<file path="config.mk">
export PLATFORM = sky130hd
export DESIGN_NAME = sio_edge_event
export DESIGN_NICKNAME = d
export VERILOG_FILES = /design/src/rtl/sio_evt_pkg.sv /design/src/rtl/sio_evt_cfg.sv /design/src/rtl/sio_evt_detect.sv /design/src/rtl/sio_evt_status.sv /design/src/rtl/sio_edge_event.sv
export SDC_FILE = /design/constraint.sdc
export NUM_CORES = 1
export LEC_CHECK = 0
export ABC_AREA = 1
export BUFFER_PORTS_ARGS = -buffer_cell sky130_fd_sc_hd__buf_2
export CAP_MARGIN = 10
export CORE_MARGIN = 5
export CORE_UTILIZATION = 32
export DETAILED_ROUTE_END_ITERATION = 8
export REMOVE_ABC_BUFFERS = 1
export SLEW_MARGIN = 20
export SYNTH_ARGS = -nofsm -noshare
export SYNTH_HDL_FRONTEND = slang
export SYNTH_HIERARCHICAL = 1
export SYNTH_SLANG_ARGS = --single-unit
</file>
<file path="constraint.sdc">
create_clock -name clk -period 2.1 [get_ports clk]
set_clock_uncertainty 0.15 [all_clocks]
set_input_delay 0.42 -clock clk [delete_from_list [all_inputs] [get_ports clk]]
set_output_delay 0.42 -clock clk [all_outputs]
set_load 0.1 [all_outputs]
</file>
<file path="src/rtl/sio_evt_pkg.sv">
package sio_evt_pkg;
  // per-pin edge selection codes
  typedef enum logic [1:0] {
    EDGE_NONE = 2'b00,
    EDGE_RISE = 2'b01,
    EDGE_FALL = 2'b10,
    EDGE_ANY  = 2'b11
  } edge_sel_e;

  localparam int CFG_BASE  = 16;  // 0x10, two addresses per bank
  localparam int STAT_BASE = 32;  // 0x20, one address per bank
endpackage

</file>
<file path="src/rtl/sio_evt_cfg.sv">
module sio_evt_cfg
  import sio_evt_pkg::*;
#(
  parameter int NB  = 8,
  parameter int PPB = 8,
  parameter int AW  = 6
) (
  input  logic                  clk,
  input  logic                  rst_n,
  input  logic                  wr_en,
  input  logic [AW-1:0]         wr_addr,
  input  logic [2*PPB-1:0]      wr_data,
  output logic [NB*2*PPB-1:0]   cfg_flat
);
  localparam int CW = 2 * PPB;

  for (genvar b = 0; b < NB; b++) begin : g_bank
    localparam logic [AW-1:0] MY_ADDR = AW'(CFG_BASE + 2 * b);
    logic          sel;
    logic [CW-1:0] cfg_q, cfg_d;

    assign sel = wr_en && (wr_addr == MY_ADDR);

    always_comb begin
      cfg_d = cfg_q;
      if (sel) cfg_d = wr_data;
    end

    always_ff @(posedge clk or negedge rst_n) begin
      if (!rst_n)   cfg_q <= '0;
      else if (sel) cfg_q <= cfg_d;
    end

    assign cfg_flat[b*CW +: CW] = cfg_q;
  end
endmodule

</file>
<file path="src/rtl/sio_evt_detect.sv">
module sio_evt_detect
  import sio_evt_pkg::*;
#(
  parameter int NPIN = 64
) (
  input  logic              clk,
  input  logic              rst_n,
  input  logic              link_en,
  input  logic              frame_done,
  input  logic [NPIN-1:0]   frame_bits,
  input  logic [2*NPIN-1:0] cfg_flat,
  output logic [NPIN-1:0]   hit,
  output logic              primed
);
  logic [NPIN-1:0] prev_q, prev_d;
  logic            primed_q, primed_d;
  logic            accept;

  assign accept = link_en && frame_done;

  always_comb begin
    prev_d   = prev_q;
    primed_d = primed_q;
    if (!link_en) begin
      primed_d = 1'b0;
    end else if (frame_done) begin
      prev_d   = frame_bits;
      primed_d = 1'b1;
    end
  end

  always_ff @(posedge clk or negedge rst_n) begin
    if (!rst_n) begin
      prev_q   <= '0;
      primed_q <= 1'b0;
    end else begin
      if (accept) prev_q <= prev_d;
      primed_q <= primed_d;
    end
  end

  for (genvar p = 0; p < NPIN; p++) begin : g_pin
    edge_sel_e sel;
    logic      rise, fall;
    assign sel  = edge_sel_e'(cfg_flat[2*p +: 2]);
    assign rise = !prev_q[p] &&  frame_bits[p];
    assign fall =  prev_q[p] && !frame_bits[p];
    always_comb begin
      hit[p] = 1'b0;
      if (accept && primed_q) begin
        unique case (sel)
          EDGE_RISE: hit[p] = rise;
          EDGE_FALL: hit[p] = fall;
          EDGE_ANY:  hit[p] = rise || fall;
          default:   hit[p] = 1'b0;
        endcase
      end
    end
  end

  assign primed = primed_q;
endmodule

</file>
<file path="src/rtl/sio_evt_status.sv">
module sio_evt_status
  import sio_evt_pkg::*;
#(
  parameter int NB  = 8,
  parameter int PPB = 8,
  parameter int AW  = 6
) (
  input  logic               clk,
  input  logic               rst_n,
  input  logic               wr_en,
  input  logic [AW-1:0]      wr_addr,
  input  logic [PPB-1:0]     wr_data,
  input  logic [NB*PPB-1:0]  hit,
  output logic [NB*PPB-1:0]  stat,
  output logic [NB*PPB-1:0]  clr,
  output logic               irq
);
  localparam int NPIN = NB * PPB;

  logic [NPIN-1:0] stat_q, stat_d;
  logic            irq_q, irq_d;

  for (genvar b = 0; b < NB; b++) begin : g_bank
    localparam logic [AW-1:0] MY_ADDR = AW'(STAT_BASE + b);
    assign clr[b*PPB +: PPB] =
      (wr_en && (wr_addr == MY_ADDR)) ? wr_data : '0;
  end

  // detection is applied after the clear, so it wins
  always_comb begin
    stat_d = (stat_q & ~clr) | hit;
    irq_d  = |stat_d;
  end

  always_ff @(posedge clk or negedge rst_n) begin
    if (!rst_n) begin
      stat_q <= '0;
      irq_q  <= 1'b0;
    end else begin
      stat_q <= stat_d;
      irq_q  <= irq_d;
    end
  end

  assign stat = stat_q;
  assign irq  = irq_q;
endmodule

</file>
<file path="src/rtl/sio_edge_event.sv">
module sio_edge_event
  import sio_evt_pkg::*;
#(
  parameter int NUM_BANKS     = 8,
  parameter int PINS_PER_BANK = 8,
  parameter int ADDR_W        = 6
) (
  input  logic                                  clk,
  input  logic                                  rst_n,
  input  logic                                  link_en,
  input  logic                                  frame_done,
  input  logic [NUM_BANKS*PINS_PER_BANK-1:0]    frame_bits,
  input  logic                                  reg_wr,
  input  logic [ADDR_W-1:0]                     reg_addr,
  input  logic [2*PINS_PER_BANK-1:0]            reg_wdata,
  output logic [2*PINS_PER_BANK-1:0]            reg_rdata,
  output logic                                  event_irq
);
  localparam int NPIN = NUM_BANKS * PINS_PER_BANK;
  localparam int DW   = 2 * PINS_PER_BANK;

  logic [2*NPIN-1:0] cfg_flat;
  logic [NPIN-1:0]   det_hit;
  logic              det_primed;
  logic [NPIN-1:0]   stat_vec;
  logic [NPIN-1:0]   stat_clr;

  sio_evt_cfg #(.NB(NUM_BANKS), .PPB(PINS_PER_BANK), .AW(ADDR_W)) u_cfg (
    .clk      (clk),
    .rst_n    (rst_n),
    .wr_en    (reg_wr),
    .wr_addr  (reg_addr),
    .wr_data  (reg_wdata),
    .cfg_flat (cfg_flat)
  );

  sio_evt_detect #(.NPIN(NPIN)) u_det (
    .clk        (clk),
    .rst_n      (rst_n),
    .link_en    (link_en),
    .frame_done (frame_done),
    .frame_bits (frame_bits),
    .cfg_flat   (cfg_flat),
    .hit        (det_hit),
    .primed     (det_primed)
  );

  sio_evt_status #(.NB(NUM_BANKS), .PPB(PINS_PER_BANK), .AW(ADDR_W)) u_stat (
    .clk     (clk),
    .rst_n   (rst_n),
    .wr_en   (reg_wr),
    .wr_addr (reg_addr),
    .wr_data (reg_wdata[PINS_PER_BANK-1:0]),
    .hit     (det_hit),
    .stat    (stat_vec),
    .clr     (stat_clr),
    .irq     (event_irq)
  );

  // read multiplexer
  always_comb begin
    reg_rdata = '0;
    for (int b = 0; b < NUM_BANKS; b++) begin
      if (reg_addr == ADDR_W'(CFG_BASE + 2 * b))
        reg_rdata = cfg_flat[b*DW +: DW];
      if (reg_addr == ADDR_W'(STAT_BASE + b))
        reg_rdata = DW'(stat_vec[b*PINS_PER_BANK +: PINS_PER_BANK]);
    end
  end
endmodule

</file>
==> results of run 1 <==
==> worst max path at each step <==
stage | from | to | slack (ns) | cells past startpoint
after floorplan | reg_wr | u_cfg/g_bank[4].cfg_q[0] | -2.23 | 5
after global placement | reg_addr[5] | reg_rdata[2] | -0.65 | 16
after detailed placement | reg_addr[5] | reg_rdata[2] | -0.66 | 16
after CTS | u_cfg/g_bank[0].cfg_q[1] | reg_rdata[1] | -0.52 | 11
after global routing | u_cfg/g_bank[0].cfg_q[2] | reg_rdata[2] | -0.58 | 11
final | u_cfg/g_bank[0].cfg_q[1] | reg_rdata[1] | -0.51 | 11
==> per-stage QoR <==
step / total power, mW / instances
floorplan: 8.653 / 2476
global placement: 10.23 / 3474
detailed placement: 10.27 / 3474
CTS: 16.06 / 3536
global route: 17.00 / 3543
finish: 15.96 / 3543
==> sequential cells by signal, summed over array words and instances, names as in the netlist <==
signal,cells
u_cfg/g_bank.cfg_q,128
u_det/prev_q,64
u_stat/stat,64
u_det/primed,1
u_stat/irq,1
==> power groups by stage <==
stage	clock network (mW)	logic (mW)	registers [mW]
6_report	5.62	3.60	6.74
3_3_place_gp	0	3.45	6.77
3_5_place_dp	0	3.50	6.77
5_1_grt	5.97	4.16	6.87
4_1_cts	5.76	3.59	6.72
2_1_floorplan	0	2.12	6.54
==> worst min-delay path, delay by kind of cell <==
kind / cells / cell delay (ns)
AOI/OAI and AO/OA: 1 / 0.08
buffers and inverters: 2 / 0.17
==> what timing repair did <==
action | CTS | global route
hold buffers | 1 | 0
endpoints found under the setup margin | 17 | 17
resized for setup | 94 | 43
endpoints found under the hold margin | 36 | 0
pin swaps | 31 | 21
gates cloned | 3 | 0
buffers inserted | 6 | 8
==> layout by cell type (no fill, tap or decap), drive strengths merged, types with 2 or more instances in the layout <==
| cell | count |
|---|---|
| clkinv | 2 |
| nand2 | 959 |
| buf | 311 |
| clkbuf | 55 |
| a221oi | 8 |
| nor2 | 315 |
| inv | 458 |
| a211oi | 8 |
| o21ai | 82 |
| nand4 | 42 |
| nand3 | 211 |
| dfrtp | 258 |
| a21oi | 8 |
| ha | 128 |
==> layer usage <==
layer | track usage (%) | vias to the layer above
met1 | 24.22 | 7375
met4 | 5.623 | 0
met5 | 0 | -
li1 | - | 8264
met2 | 30.93 | 420
met3 | 1.909 | 87
==> cell type report <==
type                       count  area, um2  area share [%]
inverter                     457       1738           7.960
timing repair inverter         1      6.256         0.02865
tap                          696      870.8           3.989
timing repair buffer         312       2735           12.53
multi-input combinational   1762       8972           41.09
clock buffer                  55       1041           4.768
sequential                   258       6456           29.57
clock inverter                 2      13.76         0.06304
==> summary.txt, run 1 <==
Outcome
  • Outcome: complete, but fails checks
  • Failing checks: negative setup slack

Worst setup path
  • Reg2reg end: u_stat/irq
  • CP max-delay cell: dfrtp_1
  • Cell family with most CP delay: simple AND/OR/NAND/NOR gates
  • Worst path arrival time: 2.04 ns
  • Reg2reg setup slack: 0.05 ns
  • Buf+Inv Stages, Crit Path: 2
  • WP data required: 1.53 ns
  • CP startpoint kind: flop
  • Worst path max stage delay: 0.40 ns
  • Worst-path cell chain: nand4_1 -> nand2_1 -> nor2_1 -> nand4_1 -> nand2_1 -> nand3_2 -> nand2_2 -> nand4_1 -> nand2_1 -> inv_2 -> buf_12
  • Reg2Reg Launch Point: u_det/prev_q[20]
  • R2R depth: 14
  • Crit Path Class: reg2out
  • CP endpoint kind: primary output
  • Critical-path maximum fanout: 2

Power and ir drop
  • P per Cell Area: 731.1 nW/um2
  • Peak supply drop: 0.0004680 V
  • Leak: approximately 12 nW
  • Clk network pwr share: 35.2%
  • Pint: 10.71 mW
  • Combinational power share: between 20% and 30%
  • Switch Pwr: 5.257 mW
  • Share of power burned in registers: 42.2%
  • Sw Ratio: 32.93%

Clock network
  • Maximum clock path buffer count: 3
  • CTS H-tree depth: 2
  • Inserted Clock Buffers: 34
  • Clock transition at the registers of the reported paths: 0.06 ns
  • Later-pin clock latency in the skew report: roughly 0.52 ns
  • Clk sinks: about 260
  • CTS tree: yes
  • Root Buffer: clkbuf_16

Placement
  • GP Congestion: 0.8974
  • Place WS: -0.6601 ns
  • Placement-stage cell area: around 20000 um2
  • I/O Buffers: 107
  • Detailed Place HPWL: slightly below 40000 um

Timing
  • Setup violations, final: 16
  • Pins Over Slew Limit: 0
  • Peak Freq: 0.3827 GHz
  • Worst setup margin: -0.5130 ns
  • Hold violation count in the final report: 0
  • Slew headroom: 47.48%
  • Minimum clock period: between 2 and 3 ns
  • Fin crit share: 124.4%
  • Min Hold Slack: 0.03585 ns
  • Worst slew pin tran: between 0.7 and 0.8 ns
  • Setup repair after global routing missed its margin: yes
  • Sum Neg Setup Slack: -6.679 ns

Route
  • Met3 wire length: 2717 um
  • Starting DRT DRC Count: 1223
  • Wire length on met2: about 26000 um
  • First drt pass iteration count: 5
  • Routed WL per cell: 15.15 um
  • Post-route ant nets: 0
  • Final WL: 53690 um
  • DRC Markers: 0
  • Max layer used: met4
  • Vias: about 16000
  • Vias per cell: 4.557
  • Metal-1 WL: 23840 um

Finish
  • Final Core Density: between 40% and 50%
  • Fraction of layout cells with a size suffix above 1: 17.35%
  • Diode count: 0
  • Filler cells: 5646
  • Design area: 21830 um2
  • # nets final: just over 3000
  • Area Growth Syn to Fin: 26.73%

Die
  • Width of the die: 242.0 um
  • Total core area: 53600 um2
  • DIE AREA: 58580 um2
  • Cell Rows: 85
  • I/O Pins: 108
  • Initial Util: between 30% and 40%
  • Chip height: between 200 and 250 um

Hold path
  • Min-Delay Startpoint: frame_bits[43]
  • Worst hold path class: in2reg
  • Worst hold stages: 3
  • Worst Hold Path EP: u_det/prev_q[43]

Synthesis
  • Syn Area/Cell: 6.706 um2
  • Yosys warnings: 6
  • Mapped Cells: around 2600
  • Syn Std Cell Area: 17230 um2

GRT
  • Antenna violations before repair: 0
  • Largest net degree at the start of global routing: between 70 and 80
  • Number of global-route vias before repair: 15660
  • Remaining global-route overflow: 0
  • All-Layer GR Usage: 18.09%
  • Wire length of the first global-routing pass: 86080 um

Job
  • Max-capacitance violation count: 0
Power figures use the tool's default switching activity.
==> run 2: changes to the inputs <==
--- a/config.mk
+++ b/config.mk
@@ -5,7 +5,6 @@
 export SDC_FILE = /design/constraint.sdc
 export NUM_CORES = 1
 export LEC_CHECK = 0
-export ABC_AREA = 1
 export BUFFER_PORTS_ARGS = -buffer_cell sky130_fd_sc_hd__buf_2
 export CAP_MARGIN = 10
 export CORE_MARGIN = 5
==> constraint.sdc (replaced) <==
create_clock -name clk -period 2.2 [get_ports clk]
set_clock_uncertainty 0.15 [all_clocks]
set_input_delay 0.44 -clock clk [delete_from_list [all_inputs] [get_ports clk]]
set_output_delay 0.44 -clock clk [all_outputs]
set_load 0.1 [all_outputs]
==> summary.txt, run 2 <==
Finish
  • Top reg by flops: u_cfg/g_bank.cfg_q (unchanged)
  • Most common cell after layout, fill and taps aside: buf_4 (was nand2_1)
  • Area Growth Syn to Fin: 38.36% (was 26.73%)
  • # nets final: 2247 (was 3045)
  • Most frequent cells in the layout: 384 x buf_4, 257 x dfrtp_1, 201 x inv_1, 128 x ha_1, 126 x mux2_2 (was 933 x nand2_1, 434 x inv_1, 274 x nor2_1, 258 x dfrtp_1, 174 x nand3_1)
  • Final cell count without fillers: 2731 (was 3543)
  • Final Core Density: 44.48% (was 40.73%)
  • Design area: 22680 um2 (was 21830 um2)
  • Largest register FFs: 128 (unchanged)
  • Fraction of layout cells with a size suffix above 1: 46.00% (was 17.35%)

Power and ir drop
  • Leak: 11.17 nW (was 11.72 nW)
  • P per Cell Area: 701.1 nW/um2 (was 731.1 nW/um2)
  • Final Total Pwr: 15.90 mW (was 15.96 mW)
  • Peak supply drop: 0.0005801 V (was 0.0004680 V)

Placement
  • Placement-stage cell area: 20760 um2 (was 20140 um2)
  • Detailed Place HPWL: 44490 um (was 39640 um)
  • Place WS: -1.282 ns (was -0.6601 ns)
  • I/O Buffers: 107 (unchanged)
  • GP Congestion: 0.9498 (was 0.8974)
  • Placed cell count: 2639 (was 3474)

Route
  • Starting DRT DRC Count: 870 (was 1223)
  • Final WL: 56540 um (was 53690 um)
  • Routed WL per cell: 20.70 um (was 15.15 um)
  • First drt pass iteration count: 5 (unchanged)
  • Post-route ant nets: 0 (unchanged)
  • Vias: 13730 (was 16150)
  • Vias per cell: 5.027 (was 4.557)
  • DRC Markers: 0 (unchanged)

Timing
  • Peak Freq: 0.3237 GHz
  • Fin crit share: 140.4%
  • Minimum clock period: 3.090 ns
  • Setup repair after global routing missed its margin: yes (unchanged)
  • Sum Neg Setup Slack: -11.25 ns (was -6.679 ns)
  • Worst setup margin: -0.8895 ns (was -0.5130 ns)
  • Min Hold Slack: 0.01691 ns (was 0.03585 ns)
  • Worst slew pin tran: 0.5759 ns (was 0.7878 ns)
  • Slew headroom: 61.37% (was 47.48%)
  • Pins Over Slew Limit: 0 (unchanged)
  • Setup violations, final: 17 (was 16)
  • Hold violation count in the final report: 0 (unchanged)

GRT
  • All-Layer GR Usage: 19.74% (was 18.09%)
  • Largest net degree at the start of global routing: 54 (was 78)
  • Remaining global-route overflow: 0 (unchanged)
  • Number of global-route vias before repair: 14380 (was 15660)
  • Antenna violations before repair: 4 (was 0)
  • Wire length of the first global-routing pass: 86550 um (was 86080 um)

Synthesis
  • Syn Area/Cell: 10.80 um2 (was 6.706 um2)
  • Syn Std Cell Area: 16390 um2 (was 17230 um2)
  • Mapped Cells: 1518 (was 2569)
  • Yosys warnings: 6 (unchanged)

Worst setup path
  • WP data required: 1.61 ns (was 1.53 ns)
  • CP endpoint kind: primary output (unchanged)
  • Crit Path Class: in2out (was reg2out)
  • Critical-path maximum fanout: 6 (was 2)
  • CP startpoint kind: primary input (was flop)
  • Worst path arrival time: 2.50 ns (was 2.04 ns)

Clock network
  • Inserted Clock Buffers: 31 (was 34)
  • Later-pin clock latency in the skew report: 0.57 ns (was 0.52 ns)
  • Clock transition at the registers of the reported paths: 0.05 ns (was 0.06 ns)
  • CTS H-tree depth: 1 (was 2)
  • Clk sinks: 258 (unchanged)
  • Maximum clock path buffer count: 3 (unchanged)
  • CTS tree: yes (unchanged)
  • Root Buffer: clkbuf_16 (unchanged)

Die
  • Cell Rows: 83 (was 85)
  • Total core area: 50990 um2 (was 53600 um2)
  • Chip height: 236.3 um (was 242.0 um)
  • I/O Pins: 108 (unchanged)
  • DIE AREA: 55850 um2 (was 58580 um2)
  • Width of the die: 236.3 um (was 242.0 um)
  • Initial Util: 32.15% (was 32.14%)

Outcome
  • Failing checks: negative setup slack (unchanged)
  • Outcome: complete, but fails checks (unchanged)

Job
  • Max-capacitance violation count: 0 (unchanged)

Hold path
  • Worst hold path class: in2reg (unchanged)
==> run 2: changes by cell type in the layout (fill, tap and decap cells not counted), moves of 79 or more <==
cell / change
mux2_2: +126
nor2_1: -254
nand3_1: -170
o21ai_0: -79
buf_4: +218
nand2_1: -826
inv_1: -233
==> run 2: layout make-up <==
cell class | count | area (um2)
clock inverters | 9 | 120.1
diodes | 3 | 7.507
repair buffers | 542 | 4477
flip-flops and latches | 258 | 6457
well taps | 680 | 850.8
inverters | 201 | 754.5
clock buffers | 44 | 894.6
fillers | 4802 | 28310
multi-input cells | 994 | 9120
==> run 2: worst paths after layout <==
path,endpoint,depth (start not counted),from,slack (ns)
max in group asynchronous,u_det/prev_q[54],3,rst_n,0.94
max reg2reg,u_stat/irq,10,u_det/prev_q[62],-0.38
min in group asynchronous,u_det/prev_q[46],2,rst_n,0.25
min,u_det/prev_q[28],3,frame_bits[28],0.02
max,reg_rdata[2],11,reg_addr[0],-0.89
min reg2reg,u_det/prev_q[28],2,u_det/prev_q[28],0.36
==> run 2: where the power goes <==
group / switching [mW] / internal (mW) / total [mW]
clock: 2.08 / 3.14 / 5.21
combinational: 2.07 / 2.22 / 4.29
sequential: 0.805 / 5.59 / 6.40
total: 4.95 / 10.9 / 15.9
==> run 2: worst max-delay path, cell delays in order <==
cell	delay, ns
buf_12	0.12
buf_6	0.11
buf_6	0.10
nor4_4	0.36
buf_4	0.19
buf_6	0.09
mux2i_1	0.17
o21ai_1	0.08
a31o_1	0.25
a221o_1	0.38
buf_12	0.19
==> run 2: routing by layer <==
metal	GRT usage [%]	wire [um]	vias up
met5	0	27	-
met4	6.367	1983	4
met3	3.379	2879	97
met2	33.11	26820	336
met1	26.02	24830	6839
li1	-	-	6454
==> run 2: repair_timing <==
| item | 4_1_cts | 5_1_grt |
|---|---|---|
| pin swaps | 34 | 18 |
| hold buffers | 14 | 0 |
| cloned | 0 | 0 |
| resized for setup | 98 | 32 |
| hold endpoints to repair | 58 | 0 |
| setup buffers | 20 | 4 |
| endpoints found under the setup margin | 17 | 17 |
